===== src/rtl/nand_seq_pkg.sv =====
package nand_seq_pkg;

    localparam int FIELD_W = 8;

    typedef enum logic [1:0] {
        ACC_CMD   = 2'd0,
        ACC_ADDR  = 2'd1,
        ACC_WRITE = 2'd2,
        ACC_READ  = 2'd3
    } acc_kind_e;

    typedef enum logic [2:0] {
        PH_IDLE,
        PH_PRE,
        PH_SETUP,
        PH_WAIT,
        PH_HOLD,
        PH_DONE
    } phase_e;

    // Field order from the low byte: setup, strobe, hold, high-impedance.
    typedef struct packed {
        logic [FIELD_W-1:0] hiz;
        logic [FIELD_W-1:0] hold;
        logic [FIELD_W-1:0] strobe;
        logic [FIELD_W-1:0] setup;
    } phase_tim_t;

    function automatic logic [FIELD_W-1:0] at_least_one(input logic [FIELD_W-1:0] v);
        return (v == '0) ? FIELD_W'(1) : v;
    endfunction

    function automatic logic uses_att_set(input acc_kind_e k);
        return (k == ACC_CMD) || (k == ACC_ADDR);
    endfunction

endpackage


===== src/rtl/nand_tim_pick.sv =====
module nand_tim_pick
    import nand_seq_pkg::*;
(
    input  logic [4*FIELD_W-1:0] mem_word,
    input  logic [4*FIELD_W-1:0] att_word,
    input  acc_kind_e            kind,
    output phase_tim_t           eff
);
    phase_tim_t raw;

    always_comb begin
        raw        = phase_tim_t'(uses_att_set(kind) ? att_word : mem_word);
        eff        = raw;
        eff.setup  = at_least_one(raw.setup);
        eff.strobe = at_least_one(raw.strobe);
    end
endmodule


===== src/rtl/nand_gap_timer.sv =====
module nand_gap_timer #(
    parameter int DLY_W = 4
) (
    input  logic           clk,
    input  logic           rst,
    input  logic           load_cmd,
    input  logic           load_addr,
    input  logic [DLY_W-1:0] cle_dly,
    input  logic [DLY_W-1:0] ale_dly,
    output logic [DLY_W:0]   gap
);
    localparam int GAP_W = DLY_W + 1;

    always_ff @(posedge clk) begin
        if (rst) begin
            gap <= '0;
        end else if (load_cmd) begin
            gap <= {1'b0, cle_dly} + GAP_W'(1);
        end else if (load_addr) begin
            gap <= {1'b0, ale_dly} + GAP_W'(1);
        end else if (gap != '0) begin
            gap <= gap - GAP_W'(1);
        end
    end
endmodule


===== src/rtl/nand_phase_fsm.sv =====
module nand_phase_fsm
    import nand_seq_pkg::*;
#(
    parameter int DQ_W   = 16,
    parameter int LANE_W = 8,
    parameter int DLY_W  = 4
) (
    input  logic            clk,
    input  logic            rst,
    input  logic            req_valid,
    input  acc_kind_e       req_kind,
    input  logic [DQ_W-1:0] req_wdata,
    input  phase_tim_t      tim_new,
    input  logic            wide,
    input  logic            wait_en,
    input  logic            rb_n,
    input  logic [DLY_W:0]  gap,
    input  logic [DQ_W-1:0] dq_in,
    output phase_e          phase,
    output acc_kind_e       kind,
    output logic [DQ_W-1:0] wdata,
    output logic            wide_q,
    output logic            hz_live,
    output logic            end_cmd,
    output logic            end_addr,
    output logic [DQ_W-1:0] rd_data,
    output logic            done
);
    localparam int GAP_W = DLY_W + 1;
    localparam logic [DQ_W-1:0] NARROW_MASK = {{(DQ_W-LANE_W){1'b0}}, {LANE_W{1'b1}}};

    phase_tim_t         tim;
    logic [FIELD_W-1:0] cnt;
    logic [FIELD_W-1:0] hz;
    logic               stall;
    logic               wait_last;
    logic               access_end;

    assign stall      = wait_en && !rb_n;
    assign wait_last  = (phase == PH_WAIT) && !stall && (cnt == '0);
    assign access_end = (wait_last && (tim.hold == '0)) || ((phase == PH_HOLD) && (cnt == '0));
    assign end_cmd    = access_end && (kind == ACC_CMD);
    assign end_addr   = access_end && (kind == ACC_ADDR);
    assign hz_live    = (hz != '0);
    assign done       = (phase == PH_DONE);

    always_ff @(posedge clk) begin
        if (rst) begin
            phase   <= PH_IDLE;
            kind    <= ACC_CMD;
            wdata   <= '0;
            wide_q  <= 1'b0;
            tim     <= '0;
            cnt     <= '0;
            hz      <= '0;
            rd_data <= '0;
        end else begin
            case (phase)
                PH_IDLE: if (req_valid) begin
                    kind   <= req_kind;
                    wdata  <= req_wdata;
                    wide_q <= wide;
                    tim    <= tim_new;
                    cnt    <= tim_new.setup - FIELD_W'(1);
                    phase  <= ((req_kind == ACC_READ) && (gap > GAP_W'(1))) ? PH_PRE : PH_SETUP;
                end
                PH_PRE: if (gap <= GAP_W'(1)) phase <= PH_SETUP;
                PH_SETUP: begin
                    if (cnt == '0) begin
                        phase <= PH_WAIT;
                        cnt   <= tim.strobe - FIELD_W'(1);
                    end else begin
                        cnt <= cnt - FIELD_W'(1);
                    end
                end
                PH_WAIT: if (!stall) begin
                    if (cnt == '0) begin
                        if (kind == ACC_READ) rd_data <= dq_in & (wide_q ? '1 : NARROW_MASK);
                        hz <= tim.hiz;
                        if (tim.hold == '0) begin
                            phase <= PH_DONE;
                        end else begin
                            phase <= PH_HOLD;
                            cnt   <= tim.hold - FIELD_W'(1);
                        end
                    end else begin
                        cnt <= cnt - FIELD_W'(1);
                    end
                end
                PH_HOLD: begin
                    if (hz != '0) hz <= hz - FIELD_W'(1);
                    if (cnt == '0) phase <= PH_DONE;
                    else           cnt   <= cnt - FIELD_W'(1);
                end
                PH_DONE: phase <= PH_IDLE;
                default: phase <= PH_IDLE;
            endcase
        end
    end

    assert_single_done_R7: assert property (@(posedge clk) disable iff (rst)
        done |=> !done);

    assert_busy_holds_strobe_R8: assert property (@(posedge clk) disable iff (rst)
        ((phase == PH_WAIT) && wait_en && !rb_n) |=> (phase == PH_WAIT));

    assert_read_after_gap_R9: assert property (@(posedge clk) disable iff (rst)
        ((phase == PH_SETUP) && (kind == ACC_READ) && $past(phase != PH_SETUP)) |-> (gap == '0));
endmodule


===== src/rtl/nand_pin_map.sv =====
module nand_pin_map
    import nand_seq_pkg::*;
#(
    parameter int DQ_W   = 16,
    parameter int LANE_W = 8
) (
    input  logic            clk,
    input  logic            rst,
    input  phase_e          phase,
    input  acc_kind_e       kind,
    input  logic [DQ_W-1:0] wdata,
    input  logic            wide_q,
    input  logic            hz_live,
    output logic            ce_n,
    output logic            we_n,
    output logic            re_n,
    output logic            cle,
    output logic            ale,
    output logic            dq_oe,
    output logic [DQ_W-1:0] dq_out
);
    localparam int N_LANES = DQ_W / LANE_W;

    logic active;
    logic strobe;

    assign active = (phase == PH_SETUP) || (phase == PH_WAIT) || (phase == PH_HOLD);
    assign strobe = (phase == PH_WAIT);
    assign ce_n   = !active;
    assign we_n   = !(strobe && (kind != ACC_READ));
    assign re_n   = !(strobe && (kind == ACC_READ));
    assign cle    = active && (kind == ACC_CMD);
    assign ale    = active && (kind == ACC_ADDR);
    assign dq_oe  = (kind != ACC_READ) && (strobe || ((phase == PH_HOLD) && hz_live));

    for (genvar b = 0; b < N_LANES; b++) begin : g_lane
        logic lane_en;
        assign lane_en = (b == 0) || (wide_q && (kind == ACC_WRITE));
        assign dq_out[b*LANE_W +: LANE_W] = lane_en ? wdata[b*LANE_W +: LANE_W] : '0;
    end

    assert_strobes_exclusive_R4: assert property (@(posedge clk) disable iff (rst)
        !(!we_n && !re_n));

    assert_latches_exclusive_R4: assert property (@(posedge clk) disable iff (rst)
        !(cle && ale));

    assert_no_drive_on_read_R5: assert property (@(posedge clk) disable iff (rst)
        dq_oe |-> re_n);
endmodule


===== src/rtl/nand_phase_seq.sv =====
module nand_phase_seq
    import nand_seq_pkg::*;
#(
    parameter int DQ_W   = 16,
    parameter int LANE_W = 8,
    parameter int DLY_W  = 4
) (
    input  logic              clk,
    input  logic              rst,
    input  logic              req_valid,
    input  logic [1:0]        req_kind,
    input  logic [DQ_W-1:0]   req_wdata,
    input  logic [31:0]       cfg_mem_tim,
    input  logic [31:0]       cfg_att_tim,
    input  logic [DLY_W-1:0]  cfg_cle_re_dly,
    input  logic [DLY_W-1:0]  cfg_ale_re_dly,
    input  logic              cfg_wide,
    input  logic              cfg_wait_en,
    input  logic              nand_rb_n,
    input  logic [DQ_W-1:0]   nand_dq_in,
    output logic              nand_ce_n,
    output logic              nand_we_n,
    output logic              nand_re_n,
    output logic              nand_cle,
    output logic              nand_ale,
    output logic [DQ_W-1:0]   nand_dq_out,
    output logic              nand_dq_oe,
    output logic [DQ_W-1:0]   rd_data,
    output logic              done
);
    acc_kind_e       in_kind;
    phase_tim_t      tim_new;
    phase_e          phase;
    acc_kind_e       kind;
    logic [DQ_W-1:0] wdata;
    logic            wide_q;
    logic            hz_live;
    logic            end_cmd;
    logic            end_addr;
    logic [DLY_W:0]  gap;

    assign in_kind = acc_kind_e'(req_kind);

    nand_tim_pick u_pick (
        .mem_word (cfg_mem_tim),
        .att_word (cfg_att_tim),
        .kind     (in_kind),
        .eff      (tim_new)
    );

    nand_gap_timer #(.DLY_W(DLY_W)) u_gap (
        .clk       (clk),
        .rst       (rst),
        .load_cmd  (end_cmd),
        .load_addr (end_addr),
        .cle_dly   (cfg_cle_re_dly),
        .ale_dly   (cfg_ale_re_dly),
        .gap       (gap)
    );

    nand_phase_fsm #(.DQ_W(DQ_W), .LANE_W(LANE_W), .DLY_W(DLY_W)) u_fsm (
        .clk       (clk),
        .rst       (rst),
        .req_valid (req_valid),
        .req_kind  (in_kind),
        .req_wdata (req_wdata),
        .tim_new   (tim_new),
        .wide      (cfg_wide),
        .wait_en   (cfg_wait_en),
        .rb_n      (nand_rb_n),
        .gap       (gap),
        .dq_in     (nand_dq_in),
        .phase     (phase),
        .kind      (kind),
        .wdata     (wdata),
        .wide_q    (wide_q),
        .hz_live   (hz_live),
        .end_cmd   (end_cmd),
        .end_addr  (end_addr),
        .rd_data   (rd_data),
        .done      (done)
    );

    nand_pin_map #(.DQ_W(DQ_W), .LANE_W(LANE_W)) u_pins (
        .clk     (clk),
        .rst     (rst),
        .phase   (phase),
        .kind    (kind),
        .wdata   (wdata),
        .wide_q  (wide_q),
        .hz_live (hz_live),
        .ce_n    (nand_ce_n),
        .we_n    (nand_we_n),
        .re_n    (nand_re_n),
        .cle     (nand_cle),
        .ale     (nand_ale),
        .dq_oe   (nand_dq_oe),
        .dq_out  (nand_dq_out)
    );

    assert_done_with_ce_high_R7: assert property (@(posedge clk) disable iff (rst)
        done |-> nand_ce_n);
endmodule


===== config.mk =====
export PLATFORM = sky130hd
export DESIGN_NAME = nand_phase_seq
export DESIGN_NICKNAME = d
export VERILOG_FILES = /design/src/rtl/nand_seq_pkg.sv /design/src/rtl/nand_tim_pick.sv /design/src/rtl/nand_gap_timer.sv /design/src/rtl/nand_phase_fsm.sv /design/src/rtl/nand_pin_map.sv /design/src/rtl/nand_phase_seq.sv
export SDC_FILE = /design/constraint.sdc
export NUM_CORES = 1
export LEC_CHECK = 0
export ABC_AREA = 1
export BUFFER_PORTS_ARGS = -buffer_cell sky130_fd_sc_hd__buf_2
export CORE_MARGIN = 2
export CORE_UTILIZATION = 24
export CTS_CLUSTER_SIZE = 20
export DETAILED_ROUTE_END_ITERATION = 10
export PLACE_DENSITY = 0.49
export RECOVER_POWER = 50
export SYNTH_ARGS = -nofsm -noshare
export SYNTH_HDL_FRONTEND = slang
export SYNTH_SLANG_ARGS = --single-unit

===== constraint.sdc =====
create_clock -name clk -period 2.3 [get_ports clk]
set_input_delay 0.345 -clock clk [delete_from_list [all_inputs] [get_ports clk]]
set_output_delay 0.345 -clock clk [all_outputs]
set_load 0.005 [all_outputs]

# Yosys cells after proc, flatten, opt, wreduce, memory -nomap -nowiden
# Index checks and enable logic that the tools add are counted.
dict set report op_classes {
  n_eq_ne 20
  n_lt_le_gt_ge 2
  mux 28
  bitwise 2
  n_reduce_logical 42
  n_addsub 8
  n_div 0
  shift 0
  n_mul 0
}
# cell n
set ops {}
lappend ops {{8-bit 2-to-1 mux} 12}
lappend ops {{8-bit by 1-bit subtractor with 8-bit output (second input constant)} 5}
lappend ops {{8-bit logical NOT} 4}
lappend ops {{32-bit 2-to-1 mux} 1}
lappend ops {{8-bit one-hot mux with 4 select lines} 1}
lappend ops {{3-bit 2-to-1 mux} 6}
lappend ops {{16-bit bitwise AND} 1}
lappend ops {{16-bit 2-to-1 mux} 1}
lappend ops {{8-bit one-hot mux with 2 select lines} 1}
lappend ops {{1-bit logical AND} 15}
lappend ops {{5-bit 2-to-1 mux} 3}
lappend ops {{3-bit one-hot mux with 5 select lines} 1}
lappend ops {{2-bit inequality test (second input constant)} 6}
lappend ops {{4-bit by 1-bit adder with 5-bit output (second input constant)} 2}
lappend ops {{4-bit AND reduction} 2}
lappend ops {{8-bit nonzero test} 1}
lappend ops {{2-bit equality test (second input constant)} 3}
lappend ops {{3-bit by 2-bit equality test with 1-bit output (second input constant)} 2}
lappend ops {{3-bit equality test (second input constant)} 2}
lappend ops {{2-bit by 1-bit inequality test with 1-bit output (second input constant)} 3}
lappend ops {{6-bit AND reduction} 1}
lappend ops {{5-bit by 1-bit > comparator with 1-bit output (second input constant)} 1}
lappend ops {{5-bit by 1-bit less-or-equal comparator with 1-bit output (second input constant)} 1}
lappend ops {{1-bit logical NOT} 5}
lappend ops {{16 further kinds} 22}
dict set report totals {
  input_bits 112
  ff_bits 83
  output_inout_bits 39
  memories 0
  ramBits 0
  rom_bits 0
  elab_cells 113
  latchBits 0
}

# Longest topological paths before layout
# Gate-level depths: netlist (run 1).
dict set report logic_depth {
  ltp_word 10
  ltp_mapped 17
  mapped_depth_nobuf 16
}

# Modules after synthesis
# Synthesis (run 1) repeated with hierarchy kept, for this count alone.
dict set report hier_totals {
  cells_unflattened 877
  area_unflattened_um2 5396.4
}
# mod cells_per_inst area_each_um2 instances seq_area_each_um2
set modules_own_cells {}
lappend modules_own_cells {nand_phase_fsm 609 4113.9 1 1561.5}
lappend modules_own_cells {nand_tim_pick 149 613.1 1 0.0}
lappend modules_own_cells {nand_gap_timer 71 435.4 1 100.1}
lappend modules_own_cells {nand_pin_map 48 234.0 1 0.0}

# Worst setup path before layout (run 1)
# Ideal clock, no wire load.
dict set report synth_path {
  kind {input -> register}
  from {input port req_kind[1]}
  to {register u_fsm.cnt[2]}
  t_arrival_ns 1.865
  setup_time_ns 0.070
  path_slack_ns 0.364
  stages 13
  path_buffers 0
  required_ns 2.230
  cell_sequence {o21ai_0 nand2_1 nor2_1 nand2_1 nand2_1 inv_1 ha_1 inv_1 xor2_1 nand2_1 nand3_1 nand2_1 a21oi_1}
}
dict set report synth_via {
  elab_chain_cells 8
  elab_cells_between_ends 9
  classes_between {1 x add/sub; 1 x eq/ne; 4 x mux; 3 x reduce/logical}
}
# element line_no
set synth_lines {}
lappend synth_lines {{start: declaration} nand_phase_seq.sv:11} ;# input logic [1:0] req_kind,
lappend synth_lines {{2-bit by 1-bit equality test with 1-bit output or 2-bit logical NOT (tied branches)} nand_seq_pkg.sv:34} ;# return (k == ACC_CMD) || (k == ACC_ADDR);
lappend synth_lines {{1-bit logical OR (*)} nand_seq_pkg.sv:34}
lappend synth_lines {{32-bit 2-to-1 mux (*)} nand_tim_pick.sv:12} ;# raw = phase_tim_t'(uses_att_set(kind) ? att_word : mem_word);
lappend synth_lines {{8-bit logical NOT} nand_seq_pkg.sv:30} ;# return (v == '0) ? FIELD_W'(1) : v;
lappend synth_lines {{8-bit 2-to-1 mux (*)} nand_seq_pkg.sv:30}
lappend synth_lines {{8-bit by 1-bit subtractor with 8-bit output (*)} nand_phase_fsm.sv:64} ;# cnt <= tim_new.setup - FIELD_W'(1);
lappend synth_lines {{8-bit 2-to-1 mux (*)} nand_phase_fsm.sv:59} ;# PH_IDLE: if (req_valid) begin
lappend synth_lines {{8-bit one-hot mux with 4 select lines (*)} nand_phase_fsm.sv:58} ;# case (phase)
lappend synth_lines {{end signal: assignment} nand_phase_fsm.sv:64}
lappend synth_lines {{end signal: assignment} nand_phase_fsm.sv:71} ;# cnt <= tim.strobe - FIELD_W'(1);
lappend synth_lines {{end signal: assignment} nand_phase_fsm.sv:73} ;# cnt <= cnt - FIELD_W'(1);
lappend synth_lines {{end: declaration} nand_phase_fsm.sv:33} ;# logic [FIELD_W-1:0] cnt;
# Every way passes the cells marked *; elsewhere a longest branch is shown, timed or not. The select of a mux whose other input is x is not followed.
# A chain may end at the register's enable or synchronous reset.

# Worst setup path in the final report (run 1)
dict set report layout_path {
  from {register u_fsm.phase[0]}
  to {output port nand_dq_oe}
}
dict set report layout_via {
  elab_chain_cells 4
  elab_cells_between_ends 5
  classes_between {2 x eq/ne; 3 x reduce/logical}
}
# element line_no
set layout_lines {}
lappend layout_lines {{start: declaration} nand_phase_fsm.sv:19} ;# output phase_e phase,
lappend layout_lines {{start signal: assignment} nand_phase_fsm.sv:65} ;# phase <= ((req_kind == ACC_READ) && (gap > GAP_W'(1))) ? PH_PRE : PH_SETUP;
lappend layout_lines {{3-bit equality test} nand_pin_map.sv:34} ;# assign dq_oe = (kind != ACC_READ) && (strobe || ((phase == PH_HOLD) && hz_live));
lappend layout_lines {{1-bit logical AND} nand_pin_map.sv:34}
lappend layout_lines {{1-bit logical OR (*)} nand_pin_map.sv:34}
lappend layout_lines {{1-bit logical AND (*)} nand_pin_map.sv:34}
lappend layout_lines {{end: declaration} nand_phase_seq.sv:27} ;# output logic nand_dq_oe,
# Every way passes the cells marked *; elsewhere a longest branch is shown, timed or not.

==> results.ini, run 1 <==
[timing]
holdWs_ns=0.2425
setup_viol=0
setup-tns-final_ns=0
hold_viol=0
max_freq_mhz=461.6
worst_pin_slew_ns=0.7713
finalCritPeriodShare=0.9418
max-slew-margin-rel=0.4858
period_minus_slack_ns=2.166
fin_skew_ns=0.006336
rsz0062_at_grt=yes
drv_slew=0

[route]
num_vias=5424
drc=0
ant_nets=0
avgRoutedWirePerCell_um=13.10
viasPerCell=4.435
routed_wl_um=16030
drtPass1Iterations=4
drt_iter0_drc=260

[power]
power_density_mw_per_mm2=1044
power_frac_comb=0.476
p_leak_nw=2.985
seqPwrFrac=0.308
power.internal_mw=3.750
switchingPower_mw=2.946
p_clk_frac=0.216
p_sw_frac=0.4399
peakVddDrop_mv=0.3696

[worst_setup_path]
r2r-start=u_fsm.cnt[0]
crit_slowest_cell=dfxtp_1
reg2reg_slack_ns=0.22
path_class=reg2out
path_cells=nor2_1 > nand2_2 > inv_2 > buf_4 > nand4_1 > and3_1 > buf_2
critPathLaunch=u_fsm.phase[0]
worst_path_largest_cell_delay_ns=0.36
critPathArrivalTime_ns=1.82
crit_family=simple AND/OR/NAND/NOR gates
crit_required_ns=1.96
crit_path_start_kind=register
reg2reg_depth=10
critPathCapture=nand_dq_oe
critPathBufInv=3
cp-end-kind=output port
cp_num_cells=7
rr_endpoint=u_fsm.hz[6]
path_max_fanout=14

[floorplanning]
pin_count=151
die_width_um=149.1
fp.coreArea_mm2=0.02082
rows=53
start_util=0.2427
die_h_um=149.1
die_area_mm2=0.02223

[clock_network]
h-tree-depth=3
cts_sinks=83
insertion_delay_ns=0.35
cts.clk_slew.worst_paths_ns=0.06
cts_tree=built
numCtsBuffers=9
cts_buffer_depth=2
cts_root_buffer=clkbuf_16

[global_route]
antenna_found_initial=0
grt_max_degree=52
gr-total-overflow=0
grt_pass1_wl_um=26450
track_usage=0.1489
grt_pass1_vias=5245

[synth]
yosys-top-cells-count=nand2_1, inv_1, dfxtp_1
async_flop_share=0
avgSynthCellArea_um2=6.341
ys_seq_area_frac=0.3288
synthCells=797
synthDistinctLibCells=40
synth_area_leaders=dfxtp_1, nand2_1, inv_1
synth_area_leader_cell=dfxtp_1
synthesis.nets=921
yosysMostFrequentCell=nand2_1
synth-edff-count=0
synth_top_area_frac=0.3288
yosysWarnings=0
ys_ff_latch=83
netlist_area_mm2=0.005054
ys.flop_type=dfxtp_1

[place]
port_buffers=150
post-dp-hpwl_um=12270
gp_congestion=0.8147

[cells_and_area]
diodes=0
syn_to_final_growth_pct=26.91
final_nets=1067
layout-drive-gt1-share=0.2099

[min_path]
hold_class=in2reg

[run_status]
outcome=finished clean

[flow_run]
max_cap_viol_count=0

-- how the worst min path moves through the flow --
stage                           from                end  slack, ns  cells after the start
global placement    u_fsm.rd_data[6]   u_fsm.rd_data[6]       0.43                      2
floorplan                        rst  u_fsm.rd_data[15]       0.42                      1
global route            req_wdata[1]     u_fsm.wdata[1]       0.25                      3
CTS                     req_wdata[1]     u_fsm.wdata[1]       0.23                      3
finish                  req_wdata[1]     u_fsm.wdata[1]       0.24                      3
detailed placement  u_fsm.rd_data[3]   u_fsm.rd_data[3]       0.44                      2
-- routing by layer --
layer | vias up | global-route usage | share of wire
met2 | 124 | 0.2385 | 0.45
li1 | 2889 | - | -
met3 | 9 | 0.04251 | 0.058
met5 | - | 0 | 0
met1 | 2402 | 0.1978 | 0.48
met4 | 0 | 0.03667 | 0.011
-- cells by family after synthesis --
| family | Yosys count | share of synthesized area |
|---|---|---|
| and+or+nand+nor | 366 | 0.3095 |
| AOI/OAI and AO/OA | 182 | 0.1971 |
| buffers and inverters | 143 | 0.1159 |
| DFF | 83 | 0.3288 |
| adders and majority gates | 12 | 0.02971 |
| xor gates and xnor gates | 11 | 0.01907 |
-- power groups by stage --
stage	registers, mW	clock network [mW]	logic, mW
after global placement	2.08	0	3.18
final	2.06	1.45	3.19
after floorplan	2.00	0	2.39
after global routing	2.11	1.55	3.71
after detailed placement	2.08	0	3.16
after CTS	2.06	1.49	3.21
-- sequential cells by signal (all words and copies together) (netlist names), 2 cells and up --
signal         count
u_fsm.cnt          8
u_fsm.hz           8
u_gap.gap          5
u_fsm.rd_data     16
u_fsm.kind         2
u_fsm.phase        3
u_fsm.tim         24
u_fsm.wdata       16
-- worst min-delay path, cell delays in order --
cell and delay (ns):
buf_2 0.09, nand2_1 0.05, a21oi_1 0.05
-- metrics by stage --
step	total power [mW]	area (um2)	cells	utilization	worst slack, ns
floorplan	4.389	5054	797	-	0.3644
global route	7.373	6414	1223	0.3080	-0.008510
global placement	5.261	6126	1205	0.2942	0.1659
CTS	6.757	6432	1223	0.3089	0.001674
detailed placement	5.247	6126	1205	0.2942	0.1359
finish	6.696	6414	1223	0.3080	0.1338
-- layout make-up --
class	instances	area, um2
flip-flops and latches	83	1662
clock inverters	4	51.30
well taps	275	344.1
fillers	2357	14410
repair buffers	176	922.1
clock buffers	12	236.5
inverters	102	386.6
multi-input cells	571	2811
-- cell usage in the layout, fill, tap and decap left out, types with 5 or more instances in the layout --
| master | synthesis | final |
|---|---|---|
| o21ai_1 | 5 | 5 |
| a211oi_1 | 8 | 8 |
| xor2_1 | 8 | 8 |
| nor2_1 | 59 | 59 |
| clkbuf_16 | 0 | 9 |
| nor3_1 | 7 | 7 |
| nand2_2 | 5 | 7 |
| clkbuf_1 | 21 | 16 |
| ha_1 | 12 | 12 |
| inv_1 | 98 | 97 |
| a21oi_1 | 71 | 71 |
| dfxtp_1 | 83 | 83 |
| o21ai_0 | 69 | 69 |
| nand3_1 | 61 | 61 |
| buf_4 | 10 | 23 |
| buf_2 | 9 | 138 |
| nand2_1 | 208 | 206 |
| a31oi_1 | 18 | 18 |
| nand4_1 | 14 | 14 |
-- repair_timing --
action	4_1_cts	5_1_grt
buffers inserted	2	0
endpoints found under the setup margin	2	5
hold buffers	0	0
gates resized for setup	1	2
Power figures use the tool's default switching activity.
==> run 2: changes to the inputs <==
ABC_AREA = 0   (was 1)
PLACE_DENSITY = 0.5   (was 0.49)
SKIP_CTS_REPAIR_TIMING = 1   (was default)
TNS_END_PERCENT = 50   (was default)
==> results.ini, run 2 <==
[clock_network]
cts_buffer_depth=2
cts.clk_slew.worst_paths_ns=0.06
cts_tree=built
insertion_delay_ns=0.35
h-tree-depth=3
numCtsBuffers=9
cts_root_buffer=clkbuf_16
cts_sinks=83

[cells_and_area]
final_cell_mix=buf_2, nand2_1, dfxtp_1
regMostFlops=u_fsm.tim
final_nets=899
reg_top3=u_fsm.tim x24, u_fsm.rd_data x16, u_fsm.wdata x16
syn_to_final_growth_pct=29.44
final_common_cell=buf_2
multiInputGateArea_mm2=0.002933
largest_register_ffs=24
diodes=0
seq_area_mm2=0.001662
layout-drive-gt1-share=0.2590
fillers=2179

[global_route]
gr-total-overflow=0
antenna_found_initial=0
grt_pass1_wl_um=22510
grt_pass1_vias=4501
grt_max_degree=63
track_usage=0.1293

[route]
drtPass1Iterations=4
viasPerCell=4.557
drc=0
drt_iter0_drc=205
ant_nets=0
num_vias=4785
routed_wl_um=14000
avgRoutedWirePerCell_um=13.33

[synth]
ys_seq_area_frac=0.3406
netlist_area_mm2=0.004878
synthDistinctLibCells=67
synthCells=626
synth_area_leaders=dfxtp_1, nand2_1, mux2i_1
ys.flop_type=dfxtp_1
synth-edff-count=0
async_flop_share=0
avgSynthCellArea_um2=7.793
yosys-top-cells-count=nand2_1, dfxtp_1, nor2_1
synth_area_leader_cell=dfxtp_1
synthesis.nets=750
ys_ff_latch=83
yosysWarnings=0
yosysMostFrequentCell=nand2_1
synth_top_area_frac=0.3406

[worst_setup_path]
path_max_fanout=3
rr_endpoint=u_gap.gap[3]
cp-end-kind=output port
reg2reg_slack_ns=0.20
path_class=reg2out
reg2reg_depth=6
r2r-start=u_fsm.tim[18]
critPathArrivalTime_ns=1.87
critPathLaunch=u_fsm.hz[0]
crit_path_start_kind=register
crit_required_ns=1.96

[power]
peakVddDrop_mv=0.3656
p_leak_nw=2.642
power_density_mw_per_mm2=1000

[place]
post-dp-hpwl_um=10540
gp_congestion=0.8356
port_buffers=150

[min_path]
hold_path_depth=3
whs_endpoint=u_fsm.wdata[7]
min_from=req_wdata[7]
hold_class=in2reg

[flow_run]
max_cap_viol_count=0

[timing]
worst_pin_slew_ns=0.6283
max-slew-margin-rel=0.5753
hold_viol=0
max_freq_mhz=450.6
setup_viol=0
holdWs_ns=0.2322
drv_slew=0
setup-tns-final_ns=0
period_minus_slack_ns=2.219
fin_skew_ns=0.01132
finalCritPeriodShare=0.9648

[floorplanning]
rows=52
fp.coreArea_mm2=0.02010
die_h_um=146.6
start_util=0.2427
die_width_um=146.6
pin_count=151
die_area_mm2=0.02148

[run_status]
outcome=finished clean

-- run 2: layout make-up --
type                       instances  area share
inverter                          17     0.01011
clock inverter                     3    0.007331
multi-input combinational        478      0.4644
timing repair buffer             186      0.1619
sequential                        83      0.2631
tap                              270     0.05350
clock buffer                      13     0.03963
-- run 2: worst max-delay path by stage --
| stage | to | depth (start not counted) | slack [ns] |
|---|---|---|---|
| 2_1_floorplan | u_fsm.cnt[6] | 10 | 0.01 |
| 3_3_place_gp | u_fsm.cnt[6] | 10 | 0.08 |
| 3_5_place_dp | u_fsm.cnt[6] | 9 | 0.006 |
| 4_1_cts | nand_dq_oe | 7 | -0.19 |
| 5_1_grt | nand_dq_oe | 7 | -0.0007 |
| 6_report | nand_dq_oe | 7 | 0.08 |
-- run 2: worst max-delay path, stage by stage (launching register included) --
cell and delay [ns]:
dfxtp_1 0.32, inv_1 0.07, ha_1 0.13, or4b_4 0.45, o21ai_2 0.19, buf_4 0.14
a21boi_1 0.09, buf_2 0.14
-- run 2: power by group --
group	total [mW]	switching (mW)	internal, mW
logic	2.81	1.59	1.22
clock network	1.48	0.604	0.877
registers	2.02	0.283	1.74
total	6.32	2.48	3.84
-- run 2: cells by family after synthesis --
family	after synthesis	synth area share
AND/OR/NAND/NOR	256	0.2465
AO/OA/AOI/OAI	143	0.1898
flip-flops	83	0.3406
buffers and inverters	65	0.06181
multiplexers	38	0.07848
XOR/XNOR	29	0.05207
adder cells (fa/ha/maj)	12	0.03078
-- run 2: metal layers --
layer / global-route usage / routed length, um
met5: 0 / 0
met4: 0.04126 / 192
met3: 0.02219 / 480
met2: 0.2104 / 6457
met1: 0.1747 / 6865
-- run 2: stage by stage --
stage               area, um2  total power, mW    util  cells  setup WS [ns]
finish                   6315            6.318  0.3141   1050        0.08087
global route             6315            6.852  0.3141   1050     -0.0006506
CTS                      6327            6.419  0.3147   1050        -0.1863
detailed placement       6031            4.889  0.3000   1034       0.005540
global placement         6031            4.898  0.3000   1034        0.07843
floorplan                4888            4.024       -    626        0.01416
==> run 3: changes to the inputs <==
BUFFER_PORTS_ARGS = default   (was -buffer_cell sky130_fd_sc_hd__buf_2)
DONT_BUFFER_PORTS = 1   (was default)
PLACE_DENSITY = default   (was 0.5)
PLACE_DENSITY_LB_ADDON = 0.05   (was default)
==> results.ini, run 3 (synthesized netlist as in run 2, its figures left out) <==
[run_status]
outcome=finished clean

[cells_and_area]
stdcell_count=893
diodes=0
largest_register_ffs=24
finalInstanceArea_mm2=0.005560
finish.utilization=0.2766
syn_to_final_growth_pct=13.98
final_common_cell=nand2_1
regMostFlops=u_fsm.tim
layout-drive-gt1-share=0.1043
reg_top3=u_fsm.tim x24, u_fsm.rd_data x16, u_fsm.wdata x16
final_cell_mix=nand2_1, dfxtp_1, nor2_1
final_nets=742

[floorplanning]
rows=52
pin_count=151
start_util=0.2427
die_width_um=146.6
fp.coreArea_mm2=0.02010
die_area_mm2=0.02148
die_h_um=146.6

[global_route]
grt_pass1_wl_um=23230
grt_pass1_vias=4217
gr-total-overflow=0
antenna_found_initial=0
grt_max_degree=86
track_usage=0.1355

[place]
place_ws_ns=0.07160
gp_congestion=0.7657
post-dp-hpwl_um=10670
dp_cells=876
port_buffers=0
place_area_mm2=0.005207

[timing]
rsz0062_at_grt=yes
hold_viol=0
setup_viol=0
finalCritPeriodShare=0.9404
setup-tns-final_ns=0
max_freq_mhz=462.3
drv_slew=0
worst_pin_slew_ns=0.7171
setup_ws_ns=0.1370
period_minus_slack_ns=2.163
holdWs_ns=0.07482
fin_skew_ns=0.004344
max-slew-margin-rel=0.5152

[worst_setup_path]
crit_slowest_cell=or4b_4
crit_required_ns=1.96
cp-end-kind=output port
critPathArrivalTime_ns=1.82
path_max_fanout=4
worst_path_largest_cell_delay_ns=0.48
path_class=reg2out
critPathBufInv=2
crit_family=simple AND/OR/NAND/NOR gates
path_cells=inv_2 > ha_1 > or4b_4 > o21ai_4 > a21boi_0 > buf_4
crit_path_start_kind=register

[power]
power_density_mw_per_mm2=1141
peakVddDrop_mv=0.4033
p_sw_frac=0.3932
seqPwrFrac=0.322
p_clk_frac=0.253
power.internal_mw=3.851
power_frac_comb=0.426
p_leak_nw=2.045
switchingPower_mw=2.495
power_mw=6.346

[route]
routed_wl_um=14530
avgRoutedWirePerCell_um=16.27
drt_iter0_drc=265
drc=0
drtPass1Iterations=4
num_vias=4349
ant_nets=0
viasPerCell=4.870

[min_path]
hold_class=in2reg

[clock_network]
insertion_delay_ns=0.34
cts.clk_slew.worst_paths_ns=0.07
numCtsBuffers=9
cts_tree=built
h-tree-depth=3
cts_buffer_depth=2
cts_sinks=83
cts_root_buffer=clkbuf_16

[flow_run]
max_cap_viol_count=0

[run 3: power by group through the flow]
stage / sequential [mW] / combinational (mW) / clock [mW]
after floorplan: 1.98 / 2.05 / 0
after global placement: 2.08 / 2.73 / 0
after detailed placement: 2.08 / 2.71 / 0
after CTS: 2.05 / 2.73 / 1.68
after global routing: 2.09 / 3.05 / 1.74
final: 2.04 / 2.70 / 1.60
[run 3: cell type report]
class	instances	area, um2
Timing Repair Buffer	29	227.7
Tap cell	270	337.8
Inverter	17	63.81
Clock buffer	9	225.2
Clock inverter	7	98.84
Fill cell	2210	14540
Multi-Input combinational cell	478	2945
Sequential cell	83	1662
[run 3: routing by layer]
layer	routed length [um]	up-vias	track usage
met5	0	-	0
met4	155	0	0.03883
met3	712	13	0.03250
met2	6659	92	0.2118
met1	7004	2063	0.1862
li1	-	2181	-
[run 3: path summary, 6_finish.rpt]
check                                        to  slack, ns  depth (start not counted)            start
worst max register to register     u_gap.gap[3]       0.19                          6    u_fsm.tim[18]
worst min-delay path              u_fsm.tim[25]       0.07                          1              rst
worst min register to register  u_fsm.wdata[12]       0.45                          2  u_fsm.wdata[12]
worst max-delay path                 nand_dq_oe       0.14                          6      u_fsm.hz[0]
[run 3: worst register-to-register path: stages (launching register included)]
cell and delay (ns):
dfxtp_1 0.31, or4_4 0.57, nor4_4 0.29, a21oi_1 0.12, or3_4 0.40, a211o_1 0.26, a21oi_2 0.11
